File: src/rtl/supv_pkg.sv
`timescale 1ns/1ps
package supv_pkg;

  // strobes from control to datapath
  typedef struct packed {
    logic clear;       // lockout or disable: restart every counter
    logic ovWatch;     // overvoltage qualification allowed
    logic uvArm;       // undervoltage qualification allowed (after soft-start)
    logic pgMismatch;  // power-good target differs from present value
    logic negRun;      // retry timer running
    logic negSense;    // timer measures the sense pulse, not the wait
  } ctrlStrobe_t;

  // events from datapath to control
  typedef struct packed {
    logic ovHit;
    logic uvHit;
    logic pgHit;
    logic negDone;
  } dpEvent_t;

  typedef enum logic [1:0] {
    NEG_IDLE  = 2'd0,
    NEG_HOLD  = 2'd1,
    NEG_SENSE = 2'd2
  } negState_t;

  localparam int NUM_QUAL = 3;
  localparam int Q_OV = 0;
  localparam int Q_UV = 1;
  localparam int Q_PG = 2;

endpackage

File: src/rtl/qualTimer.sv
`timescale 1ns/1ps
// Consecutive-cycle qualifier: hit pulses on the LIMIT-th edge in a row with cond high.
module qualTimer #(
  parameter int LIMIT = 50
) (
  input  logic clk,
  input  logic clear,
  input  logic cond,
  output logic hit
);
  localparam int W = (LIMIT < 2) ? 1 : $clog2(LIMIT);
  localparam logic [W-1:0] LAST = W'(LIMIT - 1);

  logic [W-1:0] cnt;

  assign hit = cond && (cnt == LAST);

  always_ff @(posedge clk) begin
    if (clear || !cond || hit) cnt <= '0;
    else                       cnt <= cnt + 1'b1;
  end
endmodule

File: src/rtl/faultDatapath.sv
`timescale 1ns/1ps
module faultDatapath
  import supv_pkg::*;
#(
  parameter int QUAL_CYC  = 50,
  parameter int OFF_CYC   = 25,
  parameter int SENSE_CYC = 3
) (
  input  logic        clk,
  input  logic        ovFlag,
  input  logic        uvFlag,
  input  ctrlStrobe_t ctl,
  output dpEvent_t    ev
);
  localparam int NEG_MAX = (OFF_CYC > SENSE_CYC) ? OFF_CYC : SENSE_CYC;
  localparam int NW = (NEG_MAX < 2) ? 1 : $clog2(NEG_MAX);
  localparam logic [NW-1:0] OFF_LAST   = NW'(OFF_CYC - 1);
  localparam logic [NW-1:0] SENSE_LAST = NW'(SENSE_CYC - 1);

  logic [NUM_QUAL-1:0] qCond;
  logic [NUM_QUAL-1:0] qHit;

  assign qCond[Q_OV] = ovFlag && ctl.ovWatch;
  assign qCond[Q_UV] = uvFlag && ctl.uvArm;
  assign qCond[Q_PG] = ctl.pgMismatch;

  for (genvar i = 0; i < NUM_QUAL; i++) begin : g_qual
    qualTimer #(.LIMIT(QUAL_CYC)) u_qual (
      .clk  (clk),
      .clear(ctl.clear),
      .cond (qCond[i]),
      .hit  (qHit[i])
    );
  end

  // retry timer: counts cycles of the current phase
  logic [NW-1:0] negCnt;
  logic [NW-1:0] negLast;

  assign negLast = ctl.negSense ? SENSE_LAST : OFF_LAST;

  always_ff @(posedge clk) begin
    if (ctl.clear || !ctl.negRun || ev.negDone) negCnt <= '0;
    else                                        negCnt <= negCnt + 1'b1;
  end

  assign ev.ovHit   = qHit[Q_OV];
  assign ev.uvHit   = qHit[Q_UV];
  assign ev.pgHit   = qHit[Q_PG];
  assign ev.negDone = ctl.negRun && (negCnt == negLast);
endmodule

File: src/rtl/faultControl.sv
`timescale 1ns/1ps
module faultControl
  import supv_pkg::*;
(
  input  logic        clk,
  input  logic        supplyLockout,
  input  logic        enableIn,
  input  logic        ssDone,
  input  logic        ovFlag,
  input  logic        pgLowFlag,
  input  logic        negOcFlag,
  input  dpEvent_t    ev,
  output ctrlStrobe_t ctl,
  output logic        forceLowOn,
  output logic        tristateDrv,
  output logic        latchedOff,
  output logic        powerGood,
  output logic        senseReq,
  output logic        lowSideInhibit
);
  logic      clearNow;
  logic      ovLatched;
  logic      uvLatched;
  logic      anyLatch;
  logic      newLatch;
  logic      pgReg;
  logic      pgTarget;
  negState_t negState;
  negState_t negNext;

  assign clearNow = supplyLockout || !enableIn;
  assign anyLatch = ovLatched || uvLatched;
  assign newLatch = ev.ovHit || ev.uvHit;
  assign pgTarget = !(ovFlag || pgLowFlag);

  always_comb begin
    ctl.clear      = clearNow;
    ctl.ovWatch    = !clearNow && !anyLatch;
    ctl.uvArm      = !clearNow && !anyLatch && ssDone;
    ctl.pgMismatch = !clearNow && !anyLatch && ssDone && (pgTarget != pgReg);
    ctl.negRun     = (negState != NEG_IDLE) && !anyLatch && !clearNow;
    ctl.negSense   = (negState == NEG_SENSE);
  end

  // retry train sequencing
  always_comb begin
    negNext = negState;
    unique case (negState)
      NEG_IDLE:  if (negOcFlag)  negNext = NEG_HOLD;
      NEG_HOLD:  if (ev.negDone) negNext = NEG_SENSE;
      NEG_SENSE: if (ev.negDone) negNext = negOcFlag ? NEG_HOLD : NEG_IDLE;
      default:                   negNext = NEG_IDLE;
    endcase
  end

  always_ff @(posedge clk) begin
    if (clearNow) begin
      ovLatched <= 1'b0;
      uvLatched <= 1'b0;
      pgReg     <= 1'b0;
      negState  <= NEG_IDLE;
    end else begin
      // overvoltage has priority when both qualify together
      if (!anyLatch) begin
        if (ev.ovHit)      ovLatched <= 1'b1;
        else if (ev.uvHit) uvLatched <= 1'b1;
      end

      if (anyLatch || newLatch || !ssDone) pgReg <= 1'b0;
      else if (ev.pgHit)                   pgReg <= pgTarget;

      if (anyLatch || newLatch) negState <= NEG_IDLE;
      else                      negState <= negNext;
    end
  end

  assign forceLowOn     = ovLatched && !clearNow;
  assign tristateDrv    = clearNow || uvLatched;
  assign latchedOff     = anyLatch;
  assign powerGood      = pgReg;
  assign senseReq       = (negState == NEG_SENSE);
  assign lowSideInhibit = (negState == NEG_HOLD);
endmodule

File: src/rtl/faultSupervisor.sv
`timescale 1ns/1ps
module faultSupervisor
  import supv_pkg::*;
#(
  parameter int CLK_KHZ    = 10000,
  parameter int QUAL_NS    = 5000,
  parameter int NEG_OFF_NS = 2500,
  parameter int SENSE_NS   = 300
) (
  input  logic clk,
  input  logic supplyLockout,
  input  logic enableIn,
  input  logic ssDone,
  input  logic ovFlag,
  input  logic pgLowFlag,
  input  logic uvFlag,
  input  logic negOcFlag,
  output logic forceLowOn,
  output logic tristateDrv,
  output logic latchedOff,
  output logic powerGood,
  output logic senseReq,
  output logic lowSideInhibit
);
  localparam longint QUAL_RAW  = (longint'(CLK_KHZ) * QUAL_NS) / 1000000;
  localparam longint OFF_RAW   = (longint'(CLK_KHZ) * NEG_OFF_NS) / 1000000;
  localparam longint SENSE_RAW = (longint'(CLK_KHZ) * SENSE_NS) / 1000000;
  localparam int QUAL_CYC  = (QUAL_RAW  < 1) ? 1 : int'(QUAL_RAW);
  localparam int OFF_CYC   = (OFF_RAW   < 1) ? 1 : int'(OFF_RAW);
  localparam int SENSE_CYC = (SENSE_RAW < 1) ? 1 : int'(SENSE_RAW);

  ctrlStrobe_t ctl;
  dpEvent_t    ev;

  faultDatapath #(
    .QUAL_CYC (QUAL_CYC),
    .OFF_CYC  (OFF_CYC),
    .SENSE_CYC(SENSE_CYC)
  ) u_dp (
    .clk   (clk),
    .ovFlag(ovFlag),
    .uvFlag(uvFlag),
    .ctl   (ctl),
    .ev    (ev)
  );

  faultControl u_ctl (
    .clk           (clk),
    .supplyLockout (supplyLockout),
    .enableIn      (enableIn),
    .ssDone        (ssDone),
    .ovFlag        (ovFlag),
    .pgLowFlag     (pgLowFlag),
    .negOcFlag     (negOcFlag),
    .ev            (ev),
    .ctl           (ctl),
    .forceLowOn    (forceLowOn),
    .tristateDrv   (tristateDrv),
    .latchedOff    (latchedOff),
    .powerGood     (powerGood),
    .senseReq      (senseReq),
    .lowSideInhibit(lowSideInhibit)
  );
endmodule

File: config.mk
export PLATFORM = sky130hd
export DESIGN_NAME = faultSupervisor
export DESIGN_NICKNAME = d
export VERILOG_FILES = /design/src/rtl/supv_pkg.sv /design/src/rtl/qualTimer.sv /design/src/rtl/faultDatapath.sv /design/src/rtl/faultControl.sv /design/src/rtl/faultSupervisor.sv
export SDC_FILE = /design/constraint.sdc
export NUM_CORES = 1
export LEC_CHECK = 0
export ABC_AREA = 1
export CORE_MARGIN = 2
export CORE_UTILIZATION = 55
export DETAILED_ROUTE_END_ITERATION = 16
export DONT_BUFFER_PORTS = 1
export PLACE_DENSITY = 0.71
export SLEW_MARGIN = 15
export SYNTH_ARGS = -nofsm -noshare
export SYNTH_HDL_FRONTEND = slang
export SYNTH_SLANG_ARGS = --single-unit
File: constraint.sdc
create_clock -name clk -period 1.18 [get_ports clk]
set_clock_uncertainty 0.1 [all_clocks]
set_input_delay 0.059 -clock clk [delete_from_list [all_inputs] [get_ports clk]]
set_output_delay 0.059 -clock clk [all_outputs]
set_load 0.01 [all_outputs]
==> results_dict.tcl <==
set metrics [dict create \
    hold-path-endpoint "u_dp.negCnt[1]" \
    min-delay-start "supplyLockout" \
    p_total_mw 1.55 \
    design_area_sq_mm 0.00178 \
    gp_congestion 0.772 \
    antenna_found_initial 0 \
    synth.distinct_cells 25 \
    die_w_microns 53.7 \
    end_kind "register" \
    drt_iter0_drc 17 \
    ys_seq_area_frac 0.413 \
    fin_crit_sh 1.08 \
    h-tree-depth 1 \
    antenna_cells 0 \
    cts_tree "built" \
    drtAntennaViolNets 0 \
    r2r_end "u_dp.g_qual[0].u_qual.cnt[5]" \
    final_core_util 0.739 \
    start_util 0.563 \
    worstReg2RegStart "u_dp.g_qual[0].u_qual.cnt[1]" \
    wl_per_cell_microns 11.0 \
    worst_setup_path_start_kind "register" \
    grt_first_pass_wirelength_mm 3.74 \
    dp.cells 220 \
    hpwl_mm 1.75 \
    syn_area_sq_mm 0.00136 \
    cp.required_ns 1.35 \
    grt_pass1_vias 942 \
    grt-ovfl-total 0 \
    clockRootBuffer "clkbuf_4" \
    dr.pass1.iters 4 \
    hold_ws_ns 0.00464 \
    crit_family "simple AND/OR/NAND/NOR gates" \
    r2r_setup_slack_ns -0.1 \
    fin_setup_tns_ns -1.28 \
    critPathBufInv 1 \
    synthArstFlopShare 0 \
    crit_type "register to register" \
    outcome "finished, violations left" \
    drt-total-wl_mm 2.57 \
    vias 1117 \
    relSlewSlack 0.838 \
    cp_slowest_cell "dfxtp_2" \
    power_density_mw_per_mm2 869 \
    cts_max_path_buffers 2 \
    drive_above_1_share 0.409 \
    rsz0062_at_grt "true" \
    syn-instance-count 175 \
    whs_path_depth 6 \
    tightest_slew_ns 0.243 \
    synth_top_cell_by_area "dfxtp_1" \
    clk_pin_slew_ns 0.14 \
    vias_per_cell 4.79 \
    synth_area_leaders "dfxtp_1 41%, nor2_1 11%, nand2_1 6.9%, inv_1 6.6%, ha_1 6.5%" \
    period_needed_ns 1.28 \
    synth_fp_nets 190 \
    yosysWarnings 0 \
    clkSinkCount 28 \
    grt_usage 0.179 \
    setup_ws_ns -0.0952 \
    final_hold_viol_count 0 \
    setup_viol 30 \
    io_pins 14 \
    grt_start_max_net_pins 16 \
    drc 0 \
    io_buffers 0 \
    synth_top_area_share 0.413 \
    die_h_microns 53.7 \
    core_sq_mm 0.00241 \
    synth-main-ff-cell "dfxtp_1" \
    numCtsBuffers 3 \
    synth-edff-count 0 \
    final_cells 233 \
    die_area_sq_mm 0.00288 \
    syn_area_per_cell_sq_um 7.76 \
    syn2layout_area_growth_pct 31.2 \
    failed_checks "negative setup slack" \
    fp-row-count 18 \
    leakage_nw 0.711 \
    critical_path.cell_chain "inv_2 -> ha_4 -> nand2_2 -> nor2_2 -> nand2_2 -> nand3_2 -> nor3_2" \
    max_stage_delay_ns 0.36 \
    worstPathMaxFanout 6 \
    synth-seq-cells 28 \
    drv_slew 0 \
    dpl-instance-area_sq_mm 0.00151 \
    ir_drop_mv 0.946 \
    nets 219 \
    cap_viol_max_count 0 \
    worstRegToRegCells 7 \
    fmax_mhz 784 \
    cp.arrival_ns 1.44 \
    crit_path_frequent_cell "nand2_2" \
    pre_cts_slack_ns -0.102 \
    worstSkewPairLatency_ns 0.33 \
    hp-class "input port to register" \
]
## timing repair
item                       CTS  global route
buffers inserted             1             1
gates resized for setup     15            40
hold buffers                 7             0
setup endpoints to repair   31            32
hold endpoints to repair    23             0
pin swaps                   10            12
## cell usage after synthesis, drive strengths merged, types with 3 or more instances
master  number
a21oi        6
nand2       28
dfxtp       28
nor3         3
xor2         6
inv         24
nand3       12
nand4        3
nor3b        3
ha           7
xnor2        3
nor2        46
## flip-flops by register name (all words and copies together) (netlist names)
register                flops
u_ctl.powerGood             1
u_ctl.uvLatched             1
u_ctl.ovLatched             1
u_ctl.negState              2
u_dp.g_qual.u_qual.cnt     18
u_dp.negCnt                 5
## routing by layer
metal | vias to the layer above | wire, microns | GRT usage
li1 | 597 | - | -
met5 | - | 0 | 0
met2 | 17 | 1260 | 0.285
met4 | 0 | 51 | 0.103
met3 | 5 | 84 | 0.0333
met1 | 498 | 1180 | 0.225
## cells by family (layout without fill, tap and decap cells)
family | after synthesis | count (layout) | synth area share
fa+ha+maj | 7 | 7 | 0.0645
simple gates | 99 | 99 | 0.367
buf+inv | 25 | 53 | 0.0691
compound gates | 7 | 7 | 0.0286
xor+xnor | 9 | 9 | 0.0581
flops | 28 | 28 | 0.413
## power by group
part           switching, mW  internal [mW]
sequential           0.00886          0.952
combinational         0.0598         0.0525
clock                  0.285          0.189
## cells in the final DEF (no fill, tap or decap), drive strengths merged
cell type,instances
a21oi,6
and3,1
buf,17
clkbuf,4
clkinv,1
dfxtp,28
dlygate4sd3,7
ha,7
inv,24
nand2,28
nand3,12
nand3b,1
nand4,3
nor2,46
nor3,3
nor3b,3
o21ai,1
or2,2
xnor2,3
xor2,6
## final cells by class
type,count,area [sq um]
tap,30,37.5
clock buffer,4,36.3
timing repair buffer,24,216
multi-input combinational,122,816
sequential,28,576
inverter,25,98.8
fill,179,629
## tightest hold or removal path, stage by stage
cell and delay (ns):
nor2_4 0.03, nand3_2 0.07, buf_4 0.11, inv_2 0.03
nand2_4 0.08, nor2_2 0.03
## worst max-delay path by stage
| stage | from | to | cells after the start |
|---|---|---|---|
| after floorplan | u_dp.g_qual[0].u_qual.cnt[1] | u_ctl.negState[1] | 9 |
| after global placement | u_ctl.ovLatched | u_ctl.powerGood | 8 |
| after detailed placement | u_dp.g_qual[0].u_qual.cnt[1] | u_ctl.negState[1] | 9 |
| after CTS | u_dp.g_qual[0].u_qual.cnt[1] | u_ctl.negState[1] | 9 |
| after global routing | u_ctl.uvLatched | u_dp.g_qual[2].u_qual.cnt[2] | 5 |
| final | u_dp.g_qual[0].u_qual.cnt[1] | u_dp.g_qual[0].u_qual.cnt[5] | 7 |
Note: power is estimated with default switching activity, not from simulation.
